<file path="config.mk">
export PLATFORM = sky130hd
export DESIGN_NAME = fetch_redirect_arbiter
export DESIGN_NICKNAME = d
export VERILOG_FILES = /design/src/rtl/fra_pkg.sv /design/src/rtl/fra_decide.sv /design/src/rtl/fra_state.sv /design/src/rtl/fra_train.sv /design/src/rtl/fetch_redirect_arbiter.sv
export SDC_FILE = /design/constraint.sdc
export NUM_CORES = 1
export LEC_CHECK = 0
export BUFFER_PORTS_ARGS = -buffer_cell sky130_fd_sc_hd__clkbuf_2
export CAP_MARGIN = 5
export CORE_AREA = 3 3 116 118
export DETAILED_ROUTE_END_ITERATION = 8
export DIE_AREA = 0 0 119 121
export GPL_TIMING_DRIVEN = 0
export PLACE_DENSITY = 0.65
export RECOVER_POWER = 100
export REMOVE_ABC_BUFFERS = 1
export SKIP_CTS_REPAIR_TIMING = 1
export SLEW_MARGIN = 20
export SYNTH_ARGS = -nofsm -noshare
export SYNTH_HDL_FRONTEND = slang
export SYNTH_HIERARCHICAL = 1
export SYNTH_SLANG_ARGS = --single-unit
</file>
<file path="constraint.sdc">
create_clock -name clk -period 2.4 [get_ports clk]
set_input_delay 0.6 -clock clk [delete_from_list [all_inputs] [get_ports clk]]
set_output_delay 0.6 -clock clk [all_outputs]
set_load 0.05 [all_outputs]
</file>
<file path="src/rtl/fra_pkg.sv">
package fra_pkg;

  typedef enum logic [1:0] {
    ACT_FETCH    = 2'd0,
    ACT_EXE_REDIR = 2'd1,
    ACT_DEC_APPLY = 2'd2,
    ACT_DEC_DROP  = 2'd3
  } fra_action_e;

  // Pick this cycle's action from the pending messages and the epoch copy.
  function automatic fra_action_e fra_pick(input logic exe_v, input logic exe_mis,
                                           input logic dec_v, input logic dec_ep,
                                           input logic fe_ep);
    if (exe_v && exe_mis)  return ACT_EXE_REDIR;
    if (dec_v && (dec_ep == fe_ep)) return ACT_DEC_APPLY;
    if (dec_v)             return ACT_DEC_DROP;
    return ACT_FETCH;
  endfunction

  // Toggle an epoch bit when its source redirects.
  function automatic logic fra_epoch_next(input logic cur, input logic flip);
    return cur ^ flip;
  endfunction

endpackage

</file>
<file path="src/rtl/fra_decide.sv">
module fra_decide
  import fra_pkg::*;
(
  input  logic        exe_valid,
  input  logic        exe_mispred,
  input  logic        dec_valid,
  input  logic        dec_eep,
  input  logic        fe_ep,
  output fra_action_e action,
  output logic        dec_take,
  output logic        fetch_offer
);
  always_comb begin
    action      = fra_pick(exe_valid, exe_mispred, dec_valid, dec_eep, fe_ep);
    dec_take    = (action == ACT_DEC_APPLY) || (action == ACT_DEC_DROP);
    fetch_offer = (action == ACT_FETCH);
  end
endmodule

</file>
<file path="src/rtl/fra_state.sv">
module fra_state
  import fra_pkg::*;
#(
  parameter int unsigned         ADDR_W   = 32,
  parameter logic [ADDR_W-1:0]   RESET_PC = '0
) (
  input  logic              clk,
  input  logic              rst_n,
  input  fra_action_e       action,
  input  logic              fetch_fire,
  input  logic [ADDR_W-1:0] exe_target,
  input  logic [ADDR_W-1:0] dec_target,
  input  logic [ADDR_W-1:0] pred_pc,
  output logic [ADDR_W-1:0] pc_q,
  output logic              fe_ep_q,
  output logic              fd_ep_q
);
  logic [ADDR_W-1:0] pc_d;
  logic              flip_e;
  logic              flip_d;

  always_comb begin
    pc_d   = pc_q;
    flip_e = 1'b0;
    flip_d = 1'b0;
    unique case (action)
      ACT_EXE_REDIR: begin pc_d = exe_target; flip_e = 1'b1; end
      ACT_DEC_APPLY: begin pc_d = dec_target; flip_d = 1'b1; end
      ACT_DEC_DROP:  pc_d = pc_q;
      ACT_FETCH:     if (fetch_fire) pc_d = pred_pc;
      default:       pc_d = pc_q;
    endcase
  end

  always_ff @(posedge clk) begin
    if (!rst_n) begin
      pc_q    <= RESET_PC;
      fe_ep_q <= 1'b0;
      fd_ep_q <= 1'b0;
    end else begin
      pc_q    <= pc_d;
      fe_ep_q <= fra_epoch_next(fe_ep_q, flip_e);
      fd_ep_q <= fra_epoch_next(fd_ep_q, flip_d);
    end
  end
endmodule

</file>
<file path="src/rtl/fra_train.sv">
module fra_train #(
  parameter int unsigned ADDR_W = 32
) (
  input  logic              exe_valid,
  input  logic [ADDR_W-1:0] exe_pc,
  input  logic [ADDR_W-1:0] exe_target,
  input  logic              exe_taken,
  input  logic              exe_mispred,
  output logic              train_valid,
  output logic [ADDR_W-1:0] train_pc,
  output logic [ADDR_W-1:0] train_target,
  output logic              train_taken,
  output logic              train_mispred
);
  always_comb begin
    train_valid   = exe_valid;
    train_pc      = exe_valid ? exe_pc     : '0;
    train_target  = exe_valid ? exe_target : '0;
    train_taken   = exe_valid & exe_taken;
    train_mispred = exe_valid & exe_mispred;
  end
endmodule

</file>
<file path="src/rtl/fetch_redirect_arbiter.sv">
module fetch_redirect_arbiter
  import fra_pkg::*;
#(
  parameter int unsigned       ADDR_W   = 32,
  parameter logic [ADDR_W-1:0] RESET_PC = '0
) (
  input  logic              clk,
  input  logic              rst_n,
  input  logic              exe_valid,
  input  logic [ADDR_W-1:0] exe_pc,
  input  logic [ADDR_W-1:0] exe_target,
  input  logic              exe_taken,
  input  logic              exe_mispred,
  output logic              exe_ready,
  input  logic              dec_valid,
  input  logic [ADDR_W-1:0] dec_target,
  input  logic              dec_eep,
  output logic              dec_ready,
  output logic [ADDR_W-1:0] pred_query_pc,
  input  logic [ADDR_W-1:0] pred_next_pc,
  output logic              train_valid,
  output logic [ADDR_W-1:0] train_pc,
  output logic [ADDR_W-1:0] train_target,
  output logic              train_taken,
  output logic              train_mispred,
  output logic              tag_valid,
  input  logic              tag_ready,
  output logic [ADDR_W-1:0] tag_pc,
  output logic [ADDR_W-1:0] tag_ppc,
  output logic              tag_eep,
  output logic              tag_dep
);
  fra_action_e       action;
  logic              dec_take;
  logic              fetch_offer;
  logic              fetch_fire;
  logic [ADDR_W-1:0] pc_q;
  logic              fe_ep_q;
  logic              fd_ep_q;

  fra_decide u_decide (
    .exe_valid  (exe_valid),
    .exe_mispred(exe_mispred),
    .dec_valid  (dec_valid),
    .dec_eep    (dec_eep),
    .fe_ep      (fe_ep_q),
    .action     (action),
    .dec_take   (dec_take),
    .fetch_offer(fetch_offer)
  );

  assign fetch_fire = fetch_offer & tag_ready;

  fra_state #(.ADDR_W(ADDR_W), .RESET_PC(RESET_PC)) u_state (
    .clk       (clk),
    .rst_n     (rst_n),
    .action    (action),
    .fetch_fire(fetch_fire),
    .exe_target(exe_target),
    .dec_target(dec_target),
    .pred_pc   (pred_next_pc),
    .pc_q      (pc_q),
    .fe_ep_q   (fe_ep_q),
    .fd_ep_q   (fd_ep_q)
  );

  fra_train #(.ADDR_W(ADDR_W)) u_train (
    .exe_valid    (exe_valid),
    .exe_pc       (exe_pc),
    .exe_target   (exe_target),
    .exe_taken    (exe_taken),
    .exe_mispred  (exe_mispred),
    .train_valid  (train_valid),
    .train_pc     (train_pc),
    .train_target (train_target),
    .train_taken  (train_taken),
    .train_mispred(train_mispred)
  );

  assign exe_ready     = exe_valid;
  assign dec_ready     = dec_take;
  assign pred_query_pc = pc_q;
  assign tag_valid     = fetch_offer;
  assign tag_pc        = pc_q;
  assign tag_ppc       = pred_next_pc;
  assign tag_eep       = fe_ep_q;
  assign tag_dep       = fd_ep_q;
endmodule

</file>
-- After elaboration in Yosys (flattened, before gate mapping)
Cells that the tools add are included.
Widths: inputs -> output; s select.
- $add $sub $neg: 0
- multiply operators: 0
- divide/modulo/power cells: 0
- magnitude comparators: 0
- eq/ne operators: 5
- shift-type cells: 0
- mux-type cells: 18
- bitwise gates (word level): 6
- reduce and logical (&&, ||, !) cells: 5
- operators by type and width (kind ; number):
    $mux 32 ; 3
    $pmux 32 s3 ; 1
    $mux 2 ; 6
    $mux 1 ; 8
    $eq 2x2->1 const B ; 2
    $and 1x1->1 ; 3
    $eq 2x1->1 const B ; 1
    $logic_and 1x1->1 ; 2
    $logic_not 2->1 ; 1
    $ne 2x1->1 const B ; 1
    $reduce_and 2->1 ; 1
    $xor 1x1->1 ; 2
    $eq 1x1->1 ; 1
    $logic_or 1x1->1 ; 1
    $not 1->1 ; 1
- register bits: 34
- latch bits: 0
- memory bits (writable): 0
- memory bits (read-only): 0
- input bits: 136
- memories kept: 0

-- Depth between registers and ports, before layout
- depth in word-level cells: 13
- gate-level depth with buffers: 7
- mapped depth without buffers: 5

-- Cells and area by module
Netlist, hierarchy kept.
- modules (own cells, without submodules) (module ; instances ; cells each ; area an instance (sq um) ; sequential area each (sq um)):
    fra_state ; 1 ; 159 ; 1686.6 ; 680.7
    fetch_redirect_arbiter ; 1 ; 66 ; 494.2 ; 0.0
    fra_train ; 1 ; 74 ; 486.7 ; 0.0
    fra_decide ; 1 ; 5 ; 37.5 ; 0.0

-- Worst setup path before layout
Ideal clock, no wire load.
- kind: input to register
- start point: input port dec_valid
- end point: register u_state.pc_q[0]
- setup time: 0.122 ns
- data arrival time: 2.919 ns
- data required time: 2.278 ns
- slack: -0.640 ns
- stages: 7
- path buffers: 3
- cell sequence: a21boi_0 buf_4 buf_4 buf_4 mux2i_1 nor3_1 a221o_1
- word-level cells in the longest chain between the ends: 10
- elaborated cells between the ends (all ways): 20
- classes of those cells: eq/ne (4); mux (11); bitwise (2); reduce/logical (3)
- ends and longest elaborated chain (element ; line ; text):
    start: declaration ; fetch_redirect_arbiter.sv:15 ; input logic dec_valid,
    $mux 1 / $logic_and 1x1->1 (equally long branches) ; fra_pkg.sv:16, fra_pkg.sv:15 ;
    $mux 1 / $mux 2 (equally long branches) ; fra_pkg.sv:16, fra_pkg.sv:15 ;
    $mux 1 / $mux 2 (equally long branches) ; fra_pkg.sv:15, fra_pkg.sv:16 ;
    $mux 2 ; fra_pkg.sv:17 ; return ACT_FETCH;
    $mux 2 * ; fra_pkg.sv:16 ; if (dec_v) return ACT_DEC_DROP;
    $mux 2 * ; fra_pkg.sv:15 ; if (dec_v && (dec_ep == fe_ep)) return ACT_DEC_APPLY;
    via action[1] ; fetch_redirect_arbiter.sv:33 ; fra_action_e action;
    $logic_not 2->1 ; fra_decide.sv:16, fra_state.sv:26 ;
    $and 1x1->1 ; fetch_redirect_arbiter.sv:52 ; assign fetch_fire = fetch_offer & tag_ready;
    $ne 2x1->1 (no source line) ; -- ;
    $reduce_and 2->1 (no source line) ; -- ;
    end signal: assignment ; fra_state.sv:41 ; pc_q <= pc_d;
    end: declaration ; fra_state.sv:14 ; output logic [ADDR_W-1:0] pc_q,
Mark *: on every way through the listed nets, which the timed path passes. The rest lies on a longest branch. The select of a mux whose other input is x is not followed.
A chain may end at the register's enable or synchronous reset.

-- Worst setup path in the final report
- start point: input port exe_valid
- end point: output port train_target[21]
- word-level cells in the longest chain between the ends: 1
- ends and longest elaborated chain (element ; line ; text):
    start: declaration ; fetch_redirect_arbiter.sv:9 ; input logic exe_valid,
    $mux 32 ; fra_train.sv:18 ; train_target = exe_valid ? exe_target : '0;
    end: declaration ; fetch_redirect_arbiter.sv:23 ; output logic [ADDR_W-1:0] train_target,
No other way between the ends.

==> results.sh <==
export IMPL_path_cells="clkbuf_8 -> and2_1 -> clkbuf_1"
export IMPL_setup_viol=0
export IMPL_slowest_delay_ns=0.48
export IMPL_clock_path_buffers=2
export IMPL_place_area_sq_mm=0.00393
export IMPL_fill_cells=1421
export IMPL_max_slew_margin=0.566
export IMPL_reg2reg_slack_ns=0.34
export IMPL_critPathArrivalTime_ns=1.65
export IMPL_fin_setup_tns_ns=0
export IMPL_cts_root_buf="clkbuf_16"
export IMPL_rsz0062_at_grt="false"
export IMPL_grt_pass1_vias=2858
export IMPL_antenna_diode_count=0
export IMPL_slew_viol_final=0
export IMPL_core_area_sq_mm=0.0126
export IMPL_postSynthCellCount=304
export IMPL_grt_usage=0.135
export IMPL_worstMarginPinSlew_ns=0.654
export IMPL_synth_seq_area_share=0.252
export IMPL_power_leakage_nw=1.78
export IMPL_detail_route_iter0_violations=136
export IMPL_synth_cell_types=21
export IMPL_layout_common_cells="155 x clkbuf_2, 148 x clkbuf_1, 56 x and2_1"
export IMPL_place_congestion=0.753
export IMPL_dieHeight_um=121
export IMPL_cts_buffers=5
export IMPL_grt_max_degree=72
export IMPL_final_common_cell="clkbuf_2"
export IMPL_path_class="in -> out"
export IMPL_cp_start_kind="input pin"
export IMPL_max_clock_freq_ghz=0.445
export IMPL_finalHoldWorstSlack_ns=0.513
export IMPL_finClkSkew_ns=0.00492
export IMPL_p_per_area_mw_per_mm2=707
export IMPL_drtAntennaViolNets=0
export IMPL_max_cap_viol_count=0
export IMPL_antenna_found_initial=0
export IMPL_critical_path_peak_fanout=71
export IMPL_dieArea_sq_mm=0.0144
export IMPL_clk_pin_slew_worst_paths_ns=0.06
export IMPL_outcome="completed"
export IMPL_die_x_um=119
export IMPL_synth_top_area_cell="dfxtp_1"
export IMPL_worstSkewPairLatency_ns=0.28
export IMPL_ys_warnings_count=6
export IMPL_layout_drive_gt1_share=0.335
export IMPL_vdd_ir_drop_max_uv=256
export IMPL_syn_area_sq_mm=0.00271
export IMPL_hp_class="reg -> reg"
export IMPL_grt_pass1_wl_um=15400
export IMPL_design_area_sq_mm=0.00392
export IMPL_fin_crit_ns=2.25
export IMPL_htree_levels=2
export IMPL_hold_viol=0
export IMPL_drtPass1Iterations=4
export IMPL_ys_ff_latch=34
export IMPL_wl_per_cell_um=14.9
export IMPL_cp_slowest_cell="clkbuf_1"
export IMPL_critPathRequiredTime_ns=1.80
export IMPL_rows=41
export IMPL_clock_sinks=34
export IMPL_nNetsFinal=669
export IMPL_via_count=3017
export IMPL_dp_hpwl_um=8770
export IMPL_overflow=0
export IMPL_syn_area_per_cell_sq_um=8.90
export IMPL_routed_wl_um=10500
export IMPL_start_util=0.215
export IMPL_top_level_ports=304
export IMPL_synth_top_area_frac=0.252
export IMPL_synth_area_top_cells="dfxtp_1 25%, buf_4 20%, and2_1 16%"
export IMPL_drc=0
export IMPL_period_share=0.937
export IMPL_area_growth_synth_to_final_pct=44.8
export IMPL_port_buffers=303
export IMPL_vias_per_cell=4.27
export IMPL_end_kind="output pin"
export IMPL_cts_tree="done"
-- critical path: cells and delay by family --
kind / cells / cell delay, ns
buf+inv: 2 / 0.82
simple gates: 1 / 0.20
-- metrics by stage --
stage	power (mW)	setup WS (ns)	std cells	utilization
floorplan	1.61	-4.89	213	-
global placement	2.14	-7.56	688	0.299
detailed placement	2.18	-0.841	694	0.313
CTS	2.86	-0.547	702	0.324
global route	2.90	0.0533	706	0.312
finish	2.77	0.152	706	0.312
-- sequential cells by signal (all words and copies together), names as in the netlist --
register,flops
u_state/pc_q,32
u_state/fd_ep_q,1
u_state/fe_ep_q,1
-- final cells by class --
cell class	instances	area (sq um)	area share
Tap cell	172	215	0.0549
Inverter	1	3.75	0.000958
Sequential cell	34	681	0.174
Timing Repair Buffer	313	1500	0.384
Multi-Input combinational cell	178	1370	0.349
Clock inverter	1	5.00	0.00128
Clock buffer	7	143	0.0364
-- cells by family (layout without fill, tap and decap cells) --
group           count (synthesis)  in the layout  share of synthesized area
compound gates                 36             36                      0.134
xor+xnor                        3              3                    0.00972
buf+inv                        92            322                      0.254
flops                          34             34                      0.252
mux                            32             32                      0.118
simple gates                  107            107                      0.232
-- worst paths after layout --
check	start	endpoint	cells past startpoint
min	u_state/pc_q[6]	u_state/pc_q[6]	1
max	exe_valid	train_target[21]	3
max reg2reg	u_state/fe_ep_q	u_state/pc_q[15]	7
min reg2reg	u_state/pc_q[6]	u_state/pc_q[6]	1
-- power breakdown --
group	switching [mW]	internal (mW)	total [mW]
logic	1.08	0.333	1.42
clock network	0.248	0.412	0.660
registers	0.0576	0.634	0.692
total	1.39	1.38	2.77
-- Yosys cell counts --
master,n
nand2b_1,1
buf_2,12
nand2b_2,1
a22o_1,1
xor2_1,1
a21boi_0,1
o31ai_4,1
dfxtp_1,34
nor3_1,32
a21oi_1,1
nor2_2,2
xnor2_1,2
nor2b_1,1
nand3_1,1
buf_4,71
a221o_1,32
buf_6,8
mux2i_1,32
nor2_1,1
inv_1,1
and2_1,68
-- layer usage --
| layer | vias to the layer above | part of all wire | routed length (um) | GRT usage |
|---|---|---|---|---|
| met2 | 177 | 0.49 | 5210 | 0.236 |
| met5 | - | 0 | 0 | 0 |
| met4 | 0 | 0.011 | 115 | 0.0384 |
| met1 | 1375 | 0.41 | 4370 | 0.165 |
| met3 | 8 | 0.081 | 859 | 0.0308 |
| li1 | 1457 | - | - | - |
(Power assumes the default switching activity.)
